==> src/rtl/irq_dma_steer_pkg.sv <==
package irq_dma_steer_pkg;
  localparam int unsigned GLB_ADDR = 0;   // master-enable register
  localparam int unsigned CH_BASE  = 1;   // first channel register
  localparam int unsigned RUN_BIT  = 0;
  localparam int unsigned EN_BIT   = 0;
  localparam int unsigned SEL_LSB  = 1;

  function automatic int unsigned sel_width(int unsigned n_src);
    return (n_src > 1) ? $clog2(n_src) : 1;
  endfunction
endpackage

==> src/rtl/irq_steer_regs.sv <==
module irq_steer_regs
  import irq_dma_steer_pkg::*;
#(
  parameter int unsigned N_CH   = 4,
  parameter int unsigned SEL_W  = 2,
  parameter int unsigned ADDR_W = 3,
  parameter int unsigned DATA_W = 8
) (
  input  logic                        clk_i,
  input  logic                        rst_ni,
  input  logic                        wr_en_i,
  input  logic [ADDR_W-1:0]           wr_addr_i,
  input  logic [DATA_W-1:0]           wr_data_i,
  input  logic                        nmi_i,
  output logic                        run_o,
  output logic [N_CH-1:0]             ch_en_o,
  output logic [N_CH-1:0][SEL_W-1:0]  ch_sel_o
);
  logic                       run_q;
  logic [N_CH-1:0]            en_q;
  logic [N_CH-1:0][SEL_W-1:0] sel_q;

  always_ff @(posedge clk_i or negedge rst_ni) begin
    if (!rst_ni) begin
      run_q <= 1'b0;
    end else if (nmi_i) begin
      run_q <= 1'b0;  // nmi beats a same-cycle write
    end else if (wr_en_i && wr_addr_i == ADDR_W'(GLB_ADDR)) begin
      run_q <= wr_data_i[RUN_BIT];
    end
  end

  for (genvar c = 0; c < N_CH; c++) begin : g_ch_reg
    always_ff @(posedge clk_i or negedge rst_ni) begin
      if (!rst_ni) begin
        en_q[c]  <= 1'b0;
        sel_q[c] <= '0;
      end else if (wr_en_i && wr_addr_i == ADDR_W'(CH_BASE + c)) begin
        en_q[c]  <= wr_data_i[EN_BIT];
        sel_q[c] <= wr_data_i[SEL_LSB +: SEL_W];
      end
    end
  end

  assign run_o    = run_q;
  assign ch_en_o  = en_q;
  assign ch_sel_o = sel_q;
endmodule

==> src/rtl/irq_steer_edge.sv <==
module irq_steer_edge #(
  parameter int unsigned N_SRC = 4
) (
  input  logic             clk_i,
  input  logic             rst_ni,
  input  logic [N_SRC-1:0] src_i,
  output logic [N_SRC-1:0] rise_o
);
  logic [N_SRC-1:0] src_q;

  always_ff @(posedge clk_i or negedge rst_ni) begin
    if (!rst_ni) src_q <= '0;
    else         src_q <= src_i;
  end

  assign rise_o = src_i & ~src_q;
endmodule

==> src/rtl/irq_steer_chan.sv <==
module irq_steer_chan #(
  parameter int unsigned N_SRC = 4,
  parameter int unsigned SEL_W = 2
) (
  input  logic             clk_i,
  input  logic             rst_ni,
  input  logic             en_i,
  input  logic             run_i,
  input  logic [SEL_W-1:0] sel_i,
  input  logic [N_SRC-1:0] rise_i,
  input  logic             done_i,
  output logic             req_o,
  output logic             busy_o,
  output logic             err_o
);
  logic hit, accept, overrun;
  logic req_q, busy_q, err_q;

  always_comb begin
    hit = 1'b0;
    for (int s = 0; s < N_SRC; s++) begin
      if (sel_i == SEL_W'(s)) hit = hit | rise_i[s];
    end
  end

  assign accept  = en_i & run_i & hit & ~busy_q & ~err_q;
  assign overrun = en_i & run_i & hit & busy_q;

  always_ff @(posedge clk_i or negedge rst_ni) begin
    if (!rst_ni) begin
      req_q  <= 1'b0;
      busy_q <= 1'b0;
      err_q  <= 1'b0;
    end else begin
      req_q <= accept;
      if (!en_i) begin
        busy_q <= 1'b0;  // disabling abandons the channel state
        err_q  <= 1'b0;
      end else begin
        if (accept)      busy_q <= 1'b1;
        else if (done_i) busy_q <= 1'b0;
        if (overrun)     err_q  <= 1'b1;
      end
    end
  end

  assign req_o  = req_q;
  assign busy_o = busy_q;
  assign err_o  = err_q;
endmodule

==> src/rtl/irq_steer_route.sv <==
module irq_steer_route #(
  parameter int unsigned N_SRC = 4,
  parameter int unsigned N_CH  = 4,
  parameter int unsigned SEL_W = 2
) (
  input  logic [N_SRC-1:0]            src_i,
  input  logic [N_CH-1:0]             ch_en_i,
  input  logic [N_CH-1:0][SEL_W-1:0]  ch_sel_i,
  output logic [N_SRC-1:0]            cpu_irq_o
);
  logic [N_SRC-1:0] claimed;

  always_comb begin
    claimed = '0;
    for (int s = 0; s < N_SRC; s++) begin
      for (int c = 0; c < N_CH; c++) begin
        if (ch_en_i[c] && ch_sel_i[c] == SEL_W'(s)) claimed[s] = 1'b1;
      end
    end
  end

  assign cpu_irq_o = src_i & ~claimed;
endmodule

==> src/rtl/irq_dma_steer.sv <==
module irq_dma_steer
  import irq_dma_steer_pkg::*;
#(
  parameter int unsigned N_SRC  = 4,
  parameter int unsigned N_CH   = 4,
  parameter int unsigned DATA_W = 8,
  localparam int unsigned SEL_W  = sel_width(N_SRC),
  localparam int unsigned ADDR_W = $clog2(N_CH + 1)
) (
  input  logic              clk_i,
  input  logic              rst_ni,
  input  logic              wr_en_i,
  input  logic [ADDR_W-1:0] wr_addr_i,
  input  logic [DATA_W-1:0] wr_data_i,
  input  logic              nmi_i,
  input  logic [N_SRC-1:0]  src_irq_i,
  input  logic [N_CH-1:0]   xfer_done_i,
  output logic [N_SRC-1:0]  cpu_irq_o,
  output logic [N_CH-1:0]   dma_req_o,
  output logic [N_CH-1:0]   ch_busy_o,
  output logic [N_CH-1:0]   ch_err_o
);
  logic                       run_q;
  logic [N_CH-1:0]            ch_en;
  logic [N_CH-1:0][SEL_W-1:0] ch_sel;
  logic [N_SRC-1:0]           rise;

  irq_steer_regs #(
    .N_CH(N_CH), .SEL_W(SEL_W), .ADDR_W(ADDR_W), .DATA_W(DATA_W)
  ) i_regs (
    .clk_i     (clk_i),
    .rst_ni    (rst_ni),
    .wr_en_i   (wr_en_i),
    .wr_addr_i (wr_addr_i),
    .wr_data_i (wr_data_i),
    .nmi_i     (nmi_i),
    .run_o     (run_q),
    .ch_en_o   (ch_en),
    .ch_sel_o  (ch_sel)
  );

  irq_steer_edge #(.N_SRC(N_SRC)) i_edge (
    .clk_i  (clk_i),
    .rst_ni (rst_ni),
    .src_i  (src_irq_i),
    .rise_o (rise)
  );

  for (genvar c = 0; c < N_CH; c++) begin : g_chan
    irq_steer_chan #(.N_SRC(N_SRC), .SEL_W(SEL_W)) i_chan (
      .clk_i  (clk_i),
      .rst_ni (rst_ni),
      .en_i   (ch_en[c]),
      .run_i  (run_q),
      .sel_i  (ch_sel[c]),
      .rise_i (rise),
      .done_i (xfer_done_i[c]),
      .req_o  (dma_req_o[c]),
      .busy_o (ch_busy_o[c]),
      .err_o  (ch_err_o[c])
    );
  end

  irq_steer_route #(.N_SRC(N_SRC), .N_CH(N_CH), .SEL_W(SEL_W)) i_route (
    .src_i     (src_irq_i),
    .ch_en_i   (ch_en),
    .ch_sel_i  (ch_sel),
    .cpu_irq_o (cpu_irq_o)
  );
endmodule

==> config.mk <==
export PLATFORM = sky130hd
export DESIGN_NAME = irq_dma_steer
export DESIGN_NICKNAME = d
export VERILOG_FILES = /design/src/rtl/irq_dma_steer_pkg.sv /design/src/rtl/irq_steer_regs.sv /design/src/rtl/irq_steer_edge.sv /design/src/rtl/irq_steer_chan.sv /design/src/rtl/irq_steer_route.sv /design/src/rtl/irq_dma_steer.sv
export SDC_FILE = /design/constraint.sdc
export NUM_CORES = 1
export LEC_CHECK = 0
export CAP_MARGIN = 20
export CORE_AREA = 3 3 60 62
export DETAILED_ROUTE_END_ITERATION = 8
export DIE_AREA = 0 0 63 65
export PLACE_DENSITY = 0.74
export SLEW_MARGIN = 10
export SYNTH_ARGS = -nofsm -noshare
export SYNTH_HDL_FRONTEND = slang
export SYNTH_SLANG_ARGS = --single-unit
==> constraint.sdc <==
create_clock -name clk_i -period 1.75 [get_ports clk_i]
set_clock_uncertainty 0.1 [all_clocks]
set_input_delay 0.4375 -clock clk_i [delete_from_list [all_inputs] [get_ports clk_i]]
set_output_delay 0.4375 -clock clk_i [all_outputs]
set_load 0.02 [all_outputs]
After elaboration in Yosys (flattened, before gate mapping)
Cells that the tools add are included.
{"block": "totals", "register_bits": 29, "input_bits": 23, "output_inout_bits": 16, "elab_cells": 171}
{"block": "classes", "n_eq_ne": 24, "n_mux": 54, "n_bitwise": 44, "n_reduce_logical": 27}
{"cell": "two-way mux 1 bit", "n": 54}
{"cell": "logical AND 1 bit", "n": 21}
{"cell": "AND 1 bit", "n": 20}
{"cell": "== test 2 bit, second input constant", "n": 8}
{"cell": "!= test 3 x 2 -> 1 bit, second input constant", "n": 4}
{"cell": "OR 1 bit", "n": 12}
{"cell": "AND 4 bit", "n": 2}
{"cell": "== test 2 x 1 -> 1 bit, second input constant", "n": 4}
{"cell": "zero test 2 bit", "n": 4}
{"cell": "!= test 2 x 1 -> 1 bit, second input constant", "n": 4}
{"cell": "NOT 1 bit", "n": 8}
{"cell": "NOT 4 bit", "n": 2}
{"cell": "== test 3 x 2 -> 1 bit, second input constant", "n": 2}
{"cell": "== test 3 x 1 -> 1 bit, second input constant", "n": 1}
{"cell": "== test 3 bit, second input constant", "n": 1}
{"cell": "zero test 3 bit", "n": 1}
{"cell": "nonzero test 2 bit", "n": 1}

Longest topological paths before layout
{"block": "logic_depth", "ltp_word": 14, "ltp_mapped": 4, "ltp_nobuf": 3}

Hierarchy
A second synthesis with hierarchy kept.
{"block": "unflattened", "hier_cells": 124, "hier_area_um2": 1501.4}
{"mod": "irq_steer_chan", "instances": 4, "cells_per_inst": 14, "area_each_um2": 153.9, "seq_area_each_um2": 75.1}
{"mod": "irq_steer_regs", "instances": 1, "cells_per_inst": 33, "area_each_um2": 583.1, "seq_area_each_um2": 325.3}
{"mod": "irq_steer_edge", "instances": 1, "cells_per_inst": 8, "area_each_um2": 155.1, "seq_area_each_um2": 100.1}
{"mod": "irq_steer_route", "instances": 1, "cells_per_inst": 27, "area_each_um2": 147.6, "seq_area_each_um2": 0.0}

Least setup slack after synthesis
OpenSTA, ideal clock, no wires.
{"block": "synth_path", "kind": "register to output", "startpoint": "reg i_regs.en_q[3], in the netlist i_regs.ch_en_o[3]", "endpoint": "out cpu_irq_o[0]", "arrival_time_ps": 1384, "required_time_ps": 1212, "setup_slack_ps": -171, "path_stages_with_launch": 4, "n_path_buf": 1, "path_cell_list": "dfrtp_1 > clkbuf_1 > nor3b_1 > nor4_1"}
{"block": "synth_via", "elab_chain_cells": 4}
{"element": "start: declaration", "line_no": "irq_steer_regs.sv:20", "rtl": "logic [N_CH-1:0] en_q;"}
{"element": "start signal: indexed assignment", "line_no": "irq_steer_regs.sv:39", "rtl": "en_q[c] <= wr_data_i[EN_BIT];"}
{"element": "logical AND 1 bit", "line_no": "irq_steer_route.sv:17", "rtl": "if (ch_en_i[c] && ch_sel_i[c] == SEL_W'(s)) claimed[s] = 1'b1;"}
{"element": "two-way mux 1 bit", "line_no": "irq_steer_route.sv:17"}
{"element": "NOT 4 bit", "line_no": "irq_steer_route.sv:22", "rtl": "assign cpu_irq_o = src_i & ~claimed;"}
{"element": "AND 4 bit", "line_no": "irq_steer_route.sv:22"}
{"element": "end: declaration", "line_no": "irq_dma_steer.sv:18", "rtl": "output logic [N_SRC-1:0] cpu_irq_o,"}
Every way passes these cells.

Final worst setup path
{"block": "layout_path", "startpoint": "reg i_regs.en_q[2], in the netlist i_regs.ch_en_o[2]", "endpoint": "out cpu_irq_o[1]"}
{"block": "layout_via", "elab_chain_cells": 5}
{"element": "logical AND 1 bit", "line_no": "irq_steer_route.sv:17"}
{"element": "two-way mux 1 bit (2 in a row)", "line_no": "irq_steer_route.sv:17"}
{"element": "NOT 4 bit", "line_no": "irq_steer_route.sv:22"}
{"element": "AND 4 bit", "line_no": "irq_steer_route.sv:22"}
Every way passes these cells.

==> metrics.yaml <==
pwr:
  peakVddDrop_uv: 528
  p_per_area_nw_per_um2: 881
  total_power_uw: 1800
  p_leak_uw: 0.000925
floorplan:
  initial_core_util_pct: 48.1
  die_y_um: 65
  die_width_um: 63
  die_area_um2: 4100
  fp-row-count: 20
  design.portCount: 39
  core_um2: 3080
route:
  first_pass_iters: 4
  viasPerCell: 5.06
  wire_per_inst_um: 14.6
  drt-total-wl_mm: 3.35
  first_iter_violations: 51
  vias: 1158
  drc: 0
  drtAntennaViolNets: 0
placement:
  place_area_um2: 1920
  finalWeightedCongestion: 0.783
  io_buffers: 33
  hpwlAfterDp_mm: 2.45
  place_ws_ns: -0.624
layout:
  finalInstanceArea_um2: 2040
  nNetsFinal: 209
  final_cell_mix: "31 x buf_4, 29 x dfrtp_1, 16 x nand2_1, 16 x clkdlybuf4s50_1, 13 x dlygate4sd2_1"
  layout_commonest_cell: "buf_4"
  synthToLayoutAreaGrowth_pct: 37.7
  diodes: 0
  drive_above_1_share_pct: 38.4
clocking:
  cts_tree: "yes"
  cts_root_buffer: "clkbuf_4"
  cts_htree_levels: 2
  cts_buffers: 5
  cts_sinks: 29
  hold_buffers: 0
  clk_pin_slew_worst_paths_ns: 0.09
  clock_latency_ns: 0.32
  cts_max_path_buffers: 2
worst_setup_path:
  critical_path.startpoint_type: "flip-flop"
  slowest_stage: "dfrtp_1"
  timing.rr.start: "i_regs.ch_sel_o[0]$_DFFE_PN0P_"
  critPathLaunch: "i_regs.ch_en_o[2]$_DFFE_PN0P_"
  worst-path-max-fanout: 4
  cp.arrival_ns: 1.38
  reg2reg_depth: 5
  rrSetupSlack_ns: 0.25
  critical_path.max_stage_delay_ns: 0.43
  crit_chain: "nand2_1, o22ai_1, nor3_1, buf_2"
  end_kind: "primary output"
  cp_data_required_time_ns: 1.21
  crit_end: "cpu_irq_o[1]"
  regToRegEndpoint: "g_chan[0].i_chan.busy_o$_DFFE_PN0P_"
  critPathKind: "flip-flop to primary output"
timing:
  worstMarginPinSlew_ns: 0.379
  fin_setup_tns_ns: -0.544
  finalWorstSetupSlack_ns: -0.164
  min_period_ns: 1.91
  setup_viol: 4
  max-slew-margin-rel_pct: 74.4
  post-route-period-util_pct: 109
  hold_violations: 0
  clock.fmax_ghz: 0.523
  maxSlewViolCount: 0
  rsz0062_at_grt: "true"
synthesis:
  synth_top_area_cell: "dfrtp_1"
  synth_warnings: 0
  synth_top_area_share_pct: 49.0
  syn_area_um2: 1480
  ys_ff_latch: 29
  postSynthCellCount: 132
  ys_types: 26
  synthFlopType: "dfrtp_1"
  syn_avg_cell_area_um2: 11.2
  synthTopCellsByArea: "dfrtp_1 49%, mux2_2 9.1%, buf_4 6.1%"
  ys_seq_area_share_pct: 49.0
  async_flop_share_pct: 100
  synth-edff-count: 0
  syn-num-nets: 155
global_routing:
  grt_overflow: 0
  grt_pass1_wl_mm: 5.73
  grt_usage_pct: 18.4
  grt_start_max_net_pins: 30
  antenna_found_initial: 0
  grt_pass1_vias: 1228
run_status:
  status: "finished with violations"
  violations: "setup timing"
run:
  cap_violations: 0
min_path:
  hold_class: "input port to async pin"
## cells by family (layout without fill, tap and decap cells)
| group | count (synthesis) | in the layout | share of synthesized area, % |
|---|---|---|---|
| and+or+nand+nor | 56 | 56 | 20.8 |
| DFF | 29 | 29 | 49.0 |
| muxes | 17 | 17 | 15.9 |
| buffers and inverters | 17 | 70 | 7.35 |
| AOI/OAI and AO/OA | 13 | 13 | 6.93 |
## worst min-delay path by stage
| stage | start | end | slack, ns | cells past startpoint |
|---|---|---|---|---|
| final | rst_ni | g_chan[3].i_chan.err_o$_DFFE_PN0P_ | 0.40 | 2 |
| after global routing | src_irq_i[1] | i_edge.src_q[1]$_DFF_PN0_ | 0.41 | 2 |
| after CTS | rst_ni | i_edge.src_q[3]$_DFF_PN0_ | 0.40 | 2 |
| after detailed placement | g_chan[0].i_chan.err_o$_DFFE_PN0P_ | g_chan[0].i_chan.err_o$_DFFE_PN0P_ | 0.40 | 2 |
| after global placement | g_chan[0].i_chan.err_o$_DFFE_PN0P_ | g_chan[0].i_chan.err_o$_DFFE_PN0P_ | 0.39 | 2 |
| after floorplan | rst_ni | g_chan[0].i_chan.busy_o$_DFFE_PN0P_ | 0.04 | 0 |
## registers in the layout (all words and copies together), names as in the netlist
name                  flops
i_regs.ch_en_o            4
g_chan.i_chan.req_o       4
i_regs.ch_sel_o           8
g_chan.i_chan.busy_o      4
i_regs.run_o              1
g_chan.i_chan.err_o       4
i_edge.src_q              4
## through the flow
| stage | utilization [%] | hold slack, ns | cells |
|---|---|---|---|
| after floorplan | - | 0.0419 | 132 |
| after global placement | 62.5 | 0.392 | 214 |
| after detailed placement | 62.5 | 0.405 | 214 |
| after CTS | 65.3 | 0.403 | 228 |
| after global routing | 66.2 | 0.413 | 229 |
| final | 66.2 | 0.397 | 229 |
## where the power goes
group / switching [µW] / total [µW] / internal, µW
registers: 81.7 / 819 / 737
clock network: 209 / 348 / 139
logic: 255 / 628 / 373
## metal layers
metal  track usage [%]  part of all wire (%)  vias up
met1              19.4                    40      559
met3              5.37                   5.0        7
li1                  -                     -      564
met2              35.0                    53       28
met5                 0                     0        -
met4              5.79                   1.4        0
## cells in the mapped netlist, types with 2 or more instances
master,n
nand3_1,11
nor3b_1,3
mux2_2,12
o21ai_1,4
nand2b_1,3
mux4_2,4
buf_4,12
o22ai_1,2
nand2b_4,2
nand2_1,16
and4bb_2,2
nor2_1,11
clkbuf_1,4
o21ai_0,2
nor3_1,2
o22ai_2,4
dfrtp_1,29
## critical path: cells and delay by family (launching register included)
kind	cells	cell delay, ns
compound gates	1	0.10
flops	1	0.43
buf+inv	1	0.20
simple gates	2	0.33
## final cells by class
class | count | area [µm²]
timing repair buffer | 63 | 534
clock inverter | 1 | 5.00
fill | 265 | 1040
clock buffer | 5 | 37.5
inverter | 1 | 3.75
tap | 44 | 55.1
sequential | 29 | 726
multi-input combinational | 86 | 677
## timing repair
item | 4_1_cts | 5_1_grt
setup endpoints to repair | 16 | 4
pin swaps | 1 | 2
setup buffers | 8 | 1
gates resized for setup | 40 | 5
Note: power is estimated with default switching activity, not from simulation.
